==> src/rtl/bus_speed_pkg.sv <==
package bus_speed_pkg;
  // Speed class chosen for one bus cycle
  typedef enum logic [1:0] {
    SPD_FAST  = 2'd0,
    SPD_SLOW  = 2'd1,
    SPD_XSLOW = 2'd2
  } speed_e;

  // Region tag used by the decoder
  typedef enum logic [2:0] {
    RG_WRAM   = 3'd0,
    RG_ROM    = 3'd1,
    RG_REGS   = 3'd2,
    RG_SERIAL = 3'd3,
    RG_OTHER  = 3'd4
  } region_e;
endpackage

==> src/rtl/bus_region_decode.sv <==
module bus_region_decode
  import bus_speed_pkg::*;
#(
  parameter int ADDR_W = 24
) (
  input  logic [ADDR_W-1:0] addr_i,
  input  logic              internal_i,
  input  logic              fast_en_i,
  output speed_e            speed_o
);
  localparam int OFF_W  = 16;
  localparam int BANK_W = ADDR_W - OFF_W;

  logic [BANK_W-1:0] bank;
  logic [OFF_W-1:0]  off;
  logic              sys_bank;
  logic              high_half;
  region_e           region;

  assign bank      = addr_i[ADDR_W-1:OFF_W];
  assign off       = addr_i[OFF_W-1:0];
  // banks $00-$3F and $80-$BF carry the system window
  assign sys_bank  = (bank[BANK_W-2] == 1'b0);
  assign high_half = bank[BANK_W-1];

  always_comb begin
    region = RG_OTHER;
    if (bank[BANK_W-1:1] == 7'h3F) begin
      region = RG_WRAM;
    end else if (!sys_bank) begin
      region = RG_ROM;
    end else if (off < 16'h2000) begin
      region = RG_WRAM;
    end else if (off[OFF_W-1]) begin
      region = RG_ROM;
    end else if (off[15:8] == 8'h21) begin
      region = RG_REGS;
    end else if (off[15:9] == 7'b0100_001) begin
      region = RG_REGS;
    end else if (off[15:9] == 7'b0100_000) begin
      region = RG_SERIAL;
    end
  end

  always_comb begin
    if (internal_i) begin
      speed_o = SPD_FAST;
    end else begin
      unique case (region)
        RG_REGS:   speed_o = SPD_FAST;
        RG_SERIAL: speed_o = SPD_XSLOW;
        RG_ROM:    speed_o = (high_half && fast_en_i) ? SPD_FAST : SPD_SLOW;
        default:   speed_o = SPD_SLOW;
      endcase
    end
  end

  // an internal cycle is always fast
  always_comb begin
    a_r2_internal_fast: assert (!internal_i || speed_o == SPD_FAST);
  end
  // a fast class outside internal cycles and registers needs the enable
  always_comb begin
    a_r6_fast_needs_enable: assert (internal_i || region == RG_REGS ||
                                    speed_o != SPD_FAST || fast_en_i);
  end
endmodule

==> src/rtl/bus_cycle_counter.sv <==
module bus_cycle_counter #(
  parameter int MAX_LEN = 12,
  localparam int CNT_W  = $clog2(MAX_LEN + 1)
) (
  input  logic             clk,
  input  logic             rst_n,
  input  logic             load_i,
  input  logic [CNT_W-1:0] len_i,
  input  logic             stall_i,
  output logic             busy_o,
  output logic             done_o
);
  logic [CNT_W-1:0] cnt_q;
  logic             busy_q;

  assign busy_o = busy_q;
  assign done_o = busy_q && !stall_i && (cnt_q == CNT_W'(1));

  always_ff @(posedge clk or negedge rst_n) begin
    if (!rst_n) begin
      cnt_q  <= '0;
      busy_q <= 1'b0;
    end else if (load_i) begin
      cnt_q  <= len_i;
      busy_q <= 1'b1;
    end else if (busy_q && !stall_i) begin
      cnt_q <= cnt_q - CNT_W'(1);
      if (cnt_q == CNT_W'(1)) busy_q <= 1'b0;
    end
  end

  // a stall freezes the count and keeps the cycle open
  a_r9_hold_on_stall: assert property (@(posedge clk) disable iff (!rst_n)
    (busy_q && stall_i && !load_i) |=> ($stable(cnt_q) && busy_q));
  // no done while stalled
  a_r9_no_done_in_stall: assert property (@(posedge clk) disable iff (!rst_n)
    stall_i |-> !done_o);
  // done lasts one cycle
  a_r10_done_one_pulse: assert property (@(posedge clk) disable iff (!rst_n)
    done_o |=> !done_o);
  // the count stays inside the legal range while busy
  a_r10_count_range: assert property (@(posedge clk) disable iff (!rst_n)
    busy_q |-> (cnt_q != '0 && cnt_q <= CNT_W'(MAX_LEN)));
  // a load is only taken when idle
  a_r10_load_when_idle: assert property (@(posedge clk) disable iff (!rst_n)
    load_i |-> !busy_q);
endmodule

==> src/rtl/bus_speed_ctrl.sv <==
module bus_speed_ctrl
  import bus_speed_pkg::*;
#(
  parameter int ADDR_W    = 24,
  parameter int LEN_FAST  = 6,
  parameter int LEN_SLOW  = 8,
  parameter int LEN_XSLOW = 12
) (
  input  logic              clk,
  input  logic              rst_n,
  input  logic              req_valid_i,
  output logic              req_ready_o,
  input  logic [ADDR_W-1:0] req_addr_i,
  input  logic              req_internal_i,
  input  logic              fast_wr_i,
  input  logic              fast_val_i,
  input  logic              stall_i,
  output logic              done_o
);
  localparam int CNT_W = $clog2(LEN_XSLOW + 1);

  logic             fast_q;
  speed_e           speed;
  logic [CNT_W-1:0] len;
  logic             busy;
  logic             accept;

  // enable register: written value is seen by the next accepted request
  always_ff @(posedge clk or negedge rst_n) begin
    if (!rst_n)         fast_q <= 1'b0;
    else if (fast_wr_i) fast_q <= fast_val_i;
  end

  bus_region_decode #(.ADDR_W(ADDR_W)) u_decode (
    .addr_i     (req_addr_i),
    .internal_i (req_internal_i),
    .fast_en_i  (fast_q),
    .speed_o    (speed)
  );

  always_comb begin
    unique case (speed)
      SPD_FAST:  len = CNT_W'(LEN_FAST);
      SPD_XSLOW: len = CNT_W'(LEN_XSLOW);
      default:   len = CNT_W'(LEN_SLOW);
    endcase
  end

  assign req_ready_o = !busy;
  assign accept      = req_valid_i && req_ready_o;

  bus_cycle_counter #(.MAX_LEN(LEN_XSLOW)) u_count (
    .clk     (clk),
    .rst_n   (rst_n),
    .load_i  (accept),
    .len_i   (len),
    .stall_i (stall_i),
    .busy_o  (busy),
    .done_o  (done_o)
  );

  // ready drops after acceptance
  a_r10_busy_after_accept: assert property (@(posedge clk) disable iff (!rst_n)
    accept |=> !req_ready_o);
  // ready returns right after done
  a_r10_ready_after_done: assert property (@(posedge clk) disable iff (!rst_n)
    done_o |=> req_ready_o);
  // done only within a running cycle
  a_r10_done_when_busy: assert property (@(posedge clk) disable iff (!rst_n)
    done_o |-> !req_ready_o);
endmodule

==> config.mk <==
export PLATFORM = sky130hd
export DESIGN_NAME = bus_speed_ctrl
export DESIGN_NICKNAME = d
export VERILOG_FILES = /design/src/rtl/bus_speed_pkg.sv /design/src/rtl/bus_region_decode.sv /design/src/rtl/bus_cycle_counter.sv /design/src/rtl/bus_speed_ctrl.sv
export SDC_FILE = /design/constraint.sdc
export NUM_CORES = 1
export LEC_CHECK = 0
export BUFFER_PORTS_ARGS = -buffer_cell sky130_fd_sc_hd__clkbuf_2
export CAP_MARGIN = 20
export CELL_PAD_IN_SITES_DETAIL_PLACEMENT = 1
export CELL_PAD_IN_SITES_GLOBAL_PLACEMENT = 1
export CORE_MARGIN = 10
export CORE_UTILIZATION = 29
export DETAILED_ROUTE_END_ITERATION = 16
export PLACE_DENSITY = 0.78
export SLEW_MARGIN = 20
export SYNTH_ARGS = -nofsm -noshare
export SYNTH_HDL_FRONTEND = slang
export SYNTH_SLANG_ARGS = --single-unit
==> constraint.sdc <==
create_clock -name clk -period 2.2 [get_ports clk]
set_input_delay 0.44 -clock clk [delete_from_list [all_inputs] [get_ports clk]]
set_output_delay 0.44 -clock clk [all_outputs]
set_load 0.1 [all_outputs]
# Word-level counts from Yosys, hierarchy flattened
# Index checks and enable logic that the tools add are counted.
[totals]
elab_cells = 40
ff_bits = 6
output_inout_bits = 2
[op_classes]
order_cmp = 1
n_eq_ne = 9
mux = 16
add_sub_neg = 1
n_reduce_logical = 10
[ops]
columns = ["operator", "n"]
rows = [
  ["equality test 7 x 6 -> 1 bit (second input constant)", 3],
  ["two-way mux 3 bit", 7],
  ["< comparator 16 x 14 -> 1 bit (second input constant)", 1],
  ["equality test 8 x 6 -> 1 bit (second input constant)", 1],
  ["two-way mux 4 bit", 2],
  ["one-hot mux 4 bit (2 select lines)", 1],
  ["equality test 3 x 2 -> 1 bit (second input constant)", 2],
  ["one-hot mux 2 bit (3 select lines)", 1],
  ["equality test 4 x 1 -> 1 bit (second input constant)", 1],
  ["logical AND 1 bit", 4],
  ["two-way mux 1 bit", 4],
  ["nonzero test 2 bit", 2],
  ["subtractor 4 x 1 -> 4 bit (second input constant)", 1],
  ["equality test 3 x 1 -> 1 bit (second input constant)", 1],
  ["equality test 2 bit (second input constant)", 1],
  ["zero test 1 bit", 2],
  ["zero test 2 bit", 1],
  ["two-way mux 2 bit", 1],
  ["AND reduction 2 bit", 1],
]

# Depth between registers and ports, before layout
# Gate-level depths: netlist of the first run.
[logic_depth]
ltp_word = 14
depth_mapped = 5
depth_no_buf = 5

# Cells and area by module
# From an unflattened synthesis of the first run, not the netlist that was laid out.
[hier_totals]
cells_unflattened = 45
area_unflattened_um2 = 434.2
[modules_own_cells]
columns = ["module", "n_inst", "area_each_um2", "cells_each"]
rows = [
  ["bus_cycle_counter", 1, 294.0, 29],
  ["bus_region_decode", 1, 72.6, 8],
  ["bus_speed_ctrl", 1, 67.6, 8],
]

# Worst setup path before layout of the first run
# Ideal clock, no wire load.
[synth_path]
kind = "flip-flop to output port"
start = "reg u_count.busy_q (netlist: u_count.busy_o)"
end = "out done_o"
stages_incl_launch_ff = 4
arrival_ps = 4120
path_slack_ps = -2360
n_path_buf = 1
cell_sequence = "dfrtp_1 -> clkbuf_1 -> inv_1 -> nor4_1"
[synth_via]
elab_chain_cells = 2
[synth_lines]
columns = ["element", "line_no", "rtl"]
rows = [
  ["start: declaration", "bus_cycle_counter.sv:14", "logic busy_q;"],
  ["start signal: assignment", "bus_cycle_counter.sv:22", "busy_q <= 1'b0;"],
  ["start signal: assignment", "bus_cycle_counter.sv:25", "busy_q <= 1'b1;"],
  ["start signal: assignment", "bus_cycle_counter.sv:28", "if (cnt_q == CNT_W'(1)) busy_q <= 1'b0;"],
  ["logical AND 1 bit (2 in series)", "bus_cycle_counter.sv:17", "assign done_o = busy_q && !stall_i && (cnt_q == CNT_W'(1));"],
  ["end: declaration", "bus_speed_ctrl.sv:18", "output logic done_o"],
]
# No other way between the ends.

# Final worst setup path of the first run
# Same ends and word-level chain as after synthesis.

==> reports/metrics.cfg, run 1 <==
[status]
outcome=finished, final reports clean

[critical_path]
cp-end-kind=primary output
worstPathCellList=clkinvlp_4 -> nor4_4 -> buf_12
crit_type=reg2out
cp_slowest_stage_delay_ns=0.53
cp-start-kind=flop
critical_path_required_ns=1.76
crit_family=flip-flops
worst-path-buf-inv=2
path_max_fanout=8
slowest_stage=dfrtp_1
worstPathArrival_ns=1.51

[finish]
area_delta_synth_final_pct=39.58
layout-drive-gt1-share_pct=47.30
fillers=188
diodes=0
fin_cells=90
fin_nets=109
finish.utilization_pct=43.43

[clock_network]
clk_path_buf_depth=2
cts_resized=0
clock_latency_ns=0.23
cts_setup_buffers=0
cts_tree=done
h-tree-depth=1
cts-root-buf=clkbuf_4
cts_made_buffers=3
cts_hold_buffers=0
clk_pin_slew_ns=0.04
tritoncts_num_sinks=6

[global_route]
antenna_found_initial=0
grt_start_max_net_pins=9
grt_pass1_vias=496
track_usage_pct=7.104
grt_pass1_wl_mm=2.111
grt-ovfl-total=0

[die]
io_pins=33
initial_utilization_pct=31.12
core_mm2=0.001524
num_rows=14
fp.dieW_um=60.44
die_h_um=60.44
dieArea_mm2=0.003652

[sta]
setup_violations=0
period_share_pct=88.66
max_slew_margin_pct=63.81
fin_crit_ns=1.950
finClkSkew_ns=0.001818
max_freq_ghz=0.5127
grt_setup_unrepaired=no
hold_viol=0
drv_slew=0
tightest_slew_ns=0.5452

[synthesis]
synth.area.top_cells=dfrtp_1 32%, o41ai_4 5.8%, ha_1 5.3%
synth_top_area_cell=dfrtp_1
syn-num-nets=82
syn_area_per_cell_um2=9.678
synth_cells=49
syn-cell-area_um2=474.2
synth_edf_count=0
yosys_register_bits=6
ys_warn_count=0
async_flop_share_pct=100.0
ys_types=30
synth_top_area_share_pct=31.66
ys.flop_type=dfrtp_1
ys_seq_area_share_pct=31.66

[placed_design]
gp_congestion=0.6854
placedCellCount=87
dp_hpwl_mm=1.251
numPortBuffers=23

[power_and_ir_drop]
ir_worst_vdd_mv=0.4223
p_per_area_mw_per_mm2=947.2
p_leak_nw=0.2922

[routing]
drtPass1Iterations=4
postRouteAntennaNets=0
vias=464
avgViaCountPerCell=5.156
route.detailed.drc=0
routed_wl_mm=1.364
drt_iter0_markers=17
wl_per_cell_um=15.16

[hold_path]
min_path_type=in2async

[run]
drv_cap=0

-- layout by cell type (no fill, tap or decap), types with 2 or more instances in the layout --
master / n
clkbuf_2: 22
dfrtp_1: 6
inv_1: 4
nor2_1: 4
a21oi_1: 3
clkbuf_4: 3
nand4_1: 2
o211ai_1: 2
nand2_1: 2
ha_1: 2
-- routing by layer --
layer | share of wire (%) | routed length (um) | GRT usage, % | vias up
li1 | - | - | - | 237
met1 | 39 | 534 | 8.166 | 222
met2 | 57 | 774 | 12.21 | 5
met3 | 4.0 | 55 | 1.879 | 0
met4 | 0 | 0 | 2.821 | 0
met5 | 0 | 0 | 0 | -
-- metrics by stage --
step | total power [mW] | setup WS [ns] | setup TNS [ns] | hold slack [ns] | cell area [um2]
floorplan | 0.4554 | -0.3754 | -0.5851 | 0.1444 | 503.0
global placement | 0.5260 | 0.3190 | 0 | 0.2666 | 639.4
detailed placement | 0.5390 | 0.3155 | 0 | 0.2714 | 639.4
CTS | 0.6388 | 0.2302 | 0 | 0.01595 | 661.9
global route | 0.6735 | 0.1580 | 0 | 0.02793 | 661.9
finish | 0.6270 | 0.2496 | 0 | 0.01737 | 661.9
-- layout make-up --
type	instances	area [um2]	share of cell area (%)
multi-input cells	37	316.6	47.83
flip-flops and latches	6	150.1	22.68
repair buffers	23	130.1	19.66
clock buffers	3	22.52	3.403
inverters	5	22.52	3.403
well taps	16	20.02	3.025
-- worst paths after layout --
path / start / endpoint / slack (ns) / cells past startpoint
worst max-delay path: u_count.busy_o / done_o / 0.25 / 3
worst min-delay path: rst_n / u_count.cnt_q[1] / 0.02 / 1
worst max register to register: u_count.busy_o / u_count.cnt_q[1] / 0.78 / 3
worst min register to register: fast_q / fast_q / 0.51 / 1
max in group asynchronous: rst_n / u_count.cnt_q[2] / 2.04 / 1
min in group clk: fast_val_i / fast_q / 0.44 / 2
-- logic make-up (layout without fill, tap and decap cells) --
family                   Yosys count  after routing  share of synthesized area [%]
AO/OA/AOI/OAI                     13             13                          26.39
XOR/XNOR                           2              2                          3.695
adder cells (fa/ha/maj)            2              2                          5.276
buffers and inverters              6             31                          4.749
flip-flops                         6              6                          31.66
multiplexers                       1              1                          2.375
AND/OR/NAND/NOR                   19             19                          25.86
-- synthesized netlist by cell type, drive strengths merged (2+ instances only) --
library cell,n
nor4,2
ha,2
nand2,2
nor2,4
a21oi,3
dfrtp,6
o211ai,2
inv,5
nand4,2
-- sequential cells by signal, summed over array words and instances, names as in the netlist --
| register | cells |
|---|---|
| u_count.busy_o | 1 |
| fast_q | 1 |
| u_count.cnt_q | 4 |
-- where the power goes --
part,total (mW),internal [mW],switching (mW)
registers,0.218,0.157,0.0613
logic,0.313,0.134,0.179
clock network,0.0954,0.0613,0.0341
-- worst register-to-register path: cells and delay by family, from the launching register on --
family | cells | cell delay, ns
compound gates | 2 | 0.44
flops | 1 | 0.49
simple gates | 1 | 0.38
No activity file was read; power rests on OpenSTA's default activity.
==> inputs of run 2 (changes only) <==
--- a/config.mk
+++ b/config.mk
@@ -13,6 +13,7 @@
 export CORE_UTILIZATION = 29
 export DETAILED_ROUTE_END_ITERATION = 16
 export PLACE_DENSITY = 0.78
+export RECOVER_POWER = 25
 export SLEW_MARGIN = 20
 export SYNTH_ARGS = -nofsm -noshare
 export SYNTH_HDL_FRONTEND = slang
==> run 2 against run 1 <==
  * Worst hold slack better by 0.040 ns
  * Critical endpoint unchanged
  * Global-route usage did not move
  * Non-clock buffer count unchanged
  * Sequential share of layout area is essentially flat
  * Combinational power barely moved
  * Die area is the same
  * Highest routed layer unchanged
  * Final cell count is the same
  * Core utilization down 0.082 points
  * First-iteration DRC count stayed put
  * Sequential power is essentially flat
  * Clock skew unchanged
  * Fmax about the same
==> reports/metrics.cfg, run 2 (synthesized netlist as in run 1, its figures left out) <==
[power_and_ir_drop]
p_comb_share_pct=49.9  ; was 50.0%
p_leak_nw=0.2893  ; was 0.2922 nW
switching_share_pct=43.71  ; was 43.72%
pwr-share-clk_pct=15.2  ; about the same
p_int_mw=0.3526  ; was 0.3529 mW
p_switching_mw=0.2738  ; was 0.2741 mW
p_per_area_mw_per_mm2=948.2  ; was 947.2 mW/mm2
ir_worst_vdd_mv=0.4222  ; was 0.4223 mV
pwr-share-seq_pct=34.9  ; was 34.8%
total_power_mw=0.6264  ; was 0.6270 mW

[finish]
area_delta_synth_final_pct=39.31  ; was 39.58%
final_cell_mix=21 x clkbuf_2, 6 x dfrtp_1, 4 x inv_1, 4 x nor2_1  ; was 22 x clkbuf_2, 6 x dfrtp_1, 4 x inv_1, 4 x nor2_1
finish.utilization_pct=43.35  ; was 43.43%
largest_register_ffs=4  ; unchanged
top_register=u_count.cnt_q  ; unchanged
final_common_cell=clkbuf_2  ; unchanged
multi_input_area_um2=316.6  ; unchanged
fin_cells=90  ; unchanged
fillers=187  ; was 188
final_area_um2=660.6  ; was 661.9 um2
fin_nets=109  ; unchanged
diodes=0  ; unchanged
seq_area_um2=150.1  ; unchanged
layout-drive-gt1-share_pct=45.95  ; was 47.30%

[clock_network]
cts_made_buffers=3  ; unchanged
clock_latency_ns=0.23  ; about the same
cts_resized=0  ; unchanged
tritoncts_num_sinks=6  ; unchanged
clk_path_buf_depth=2  ; unchanged
h-tree-depth=1  ; unchanged
cts-root-buf=clkbuf_4  ; unchanged
cts_setup_buffers=0  ; unchanged
cts_tree=done  ; unchanged
clk_pin_slew_ns=0.04  ; about the same
cts_hold_buffers=0  ; unchanged

[sta]
tightest_slew_ns=0.5452  ; about the same
setup_slack_ns=0.2491  ; was 0.2496 ns
setup_violations=0  ; unchanged
period_share_pct=88.68  ; was 88.66%
grt_setup_unrepaired=no  ; unchanged
max_slew_margin_pct=63.81  ; unchanged
max_freq_ghz=0.5126  ; was 0.5127 GHz
hold_viol=0  ; unchanged
fin_crit_ns=1.951  ; was 1.950 ns
drv_slew=0  ; unchanged
finClkSkew_ns=0.001818  ; unchanged

[die]
num_rows=14  ; unchanged
fp.dieW_um=60.44  ; unchanged
dieArea_mm2=0.003652  ; unchanged
die_h_um=60.44  ; unchanged
core_mm2=0.001524  ; unchanged
io_pins=33  ; unchanged
initial_utilization_pct=31.12  ; unchanged

[critical_path]
path_max_fanout=8  ; unchanged
cp-start-kind=flop  ; unchanged
cp_slowest_stage_delay_ns=0.53  ; about the same
worstPathCellList=clkinvlp_4 -> nor4_4 -> buf_12  ; unchanged
r2r_slack_ns=0.78  ; about the same
crit_type=reg2out  ; unchanged
slowest_stage=dfrtp_1  ; unchanged
worstPathArrival_ns=1.51  ; about the same
critical_path_required_ns=1.76  ; about the same
cp-end-kind=primary output  ; unchanged

[routing]
drtPass1Iterations=4  ; unchanged
avgViaCountPerCell=5.144  ; was 5.156
wl_per_cell_um=15.14  ; was 15.16 um
route.detailed.drc=0  ; unchanged
drt_iter0_markers=17  ; unchanged
postRouteAntennaNets=0  ; unchanged
routed_wl_mm=1.363  ; was 1.364 mm
vias=463  ; was 464

[placed_design]
dp_hpwl_mm=1.251  ; unchanged
numPortBuffers=23  ; unchanged
place_ws_ns=0.3155  ; unchanged
placed_cell_area_um2=639.4  ; unchanged
placedCellCount=87  ; unchanged
gp_congestion=0.6854  ; unchanged

[global_route]
grt-ovfl-total=0  ; unchanged
grt_start_max_net_pins=9  ; unchanged
grt_pass1_wl_mm=2.111  ; unchanged
grt_pass1_vias=496  ; unchanged
antenna_found_initial=0  ; unchanged
track_usage_pct=7.104  ; unchanged

[hold_path]
min_path_type=in2async  ; unchanged

[status]
outcome=finished, final reports clean  ; unchanged

[run]
drv_cap=0  ; unchanged

run 2: critical path: cells and delay by family (launching register included):
family        cells  cell delay [ns]
simple gates      1             0.32
buf+inv           2             0.42
flops             1             0.53
run 2: layout make-up:
cell class                      count  share of cell area, %
Timing Repair Buffer               23                  19.51
Tap cell                           16                  3.030
Inverter                            5                  3.409
Sequential cell                     6                  22.73
Multi-Input combinational cell     37                  47.92
Clock buffer                        3                  3.409
run 2: power groups by stage:
| stage | clock (mW) | sequential, mW | combinational [mW] |
|---|---|---|---|
| global placement | 0 | 0.217 | 0.309 |
| CTS | 0.101 | 0.218 | 0.320 |
| floorplan | 0 | 0.194 | 0.262 |
| detailed placement | 0 | 0.220 | 0.319 |
| global route | 0.102 | 0.226 | 0.345 |
| finish | 0.0954 | 0.218 | 0.313 |
run 2: worst paths after layout:
path / from / end / depth (start not counted)
setup / recovery: u_count.busy_o / done_o / 3
hold / removal: rst_n / u_count.cnt_q[1] / 1
setup reg to reg: u_count.busy_o / u_count.cnt_q[1] / 3
hold reg to reg: u_count.cnt_q[0] / u_count.cnt_q[0] / 1
max in group asynchronous: rst_n / u_count.cnt_q[2] / 1
min in group clk: fast_val_i / fast_q / 2
run 2: per-layer routing:
metal / track usage [%] / routed length [um] / vias up
met2: 12.21 / 774 / 5
met1: 8.166 / 533 / 221
met5: 0 / 0 / -
met4: 2.821 / 0 / 0
met3: 1.879 / 55 / 0
li1: - / - / 237
run 2: stage by stage:
step | setup TNS, ns | hold slack [ns]
2_1_floorplan | -0.5851 | 0.1444
3_3_place_gp | 0 | 0.2666
3_5_place_dp | 0 | 0.2714
4_1_cts | 0 | 0.01595
5_1_grt | 0 | 0.09362
6_report | 0 | 0.05717
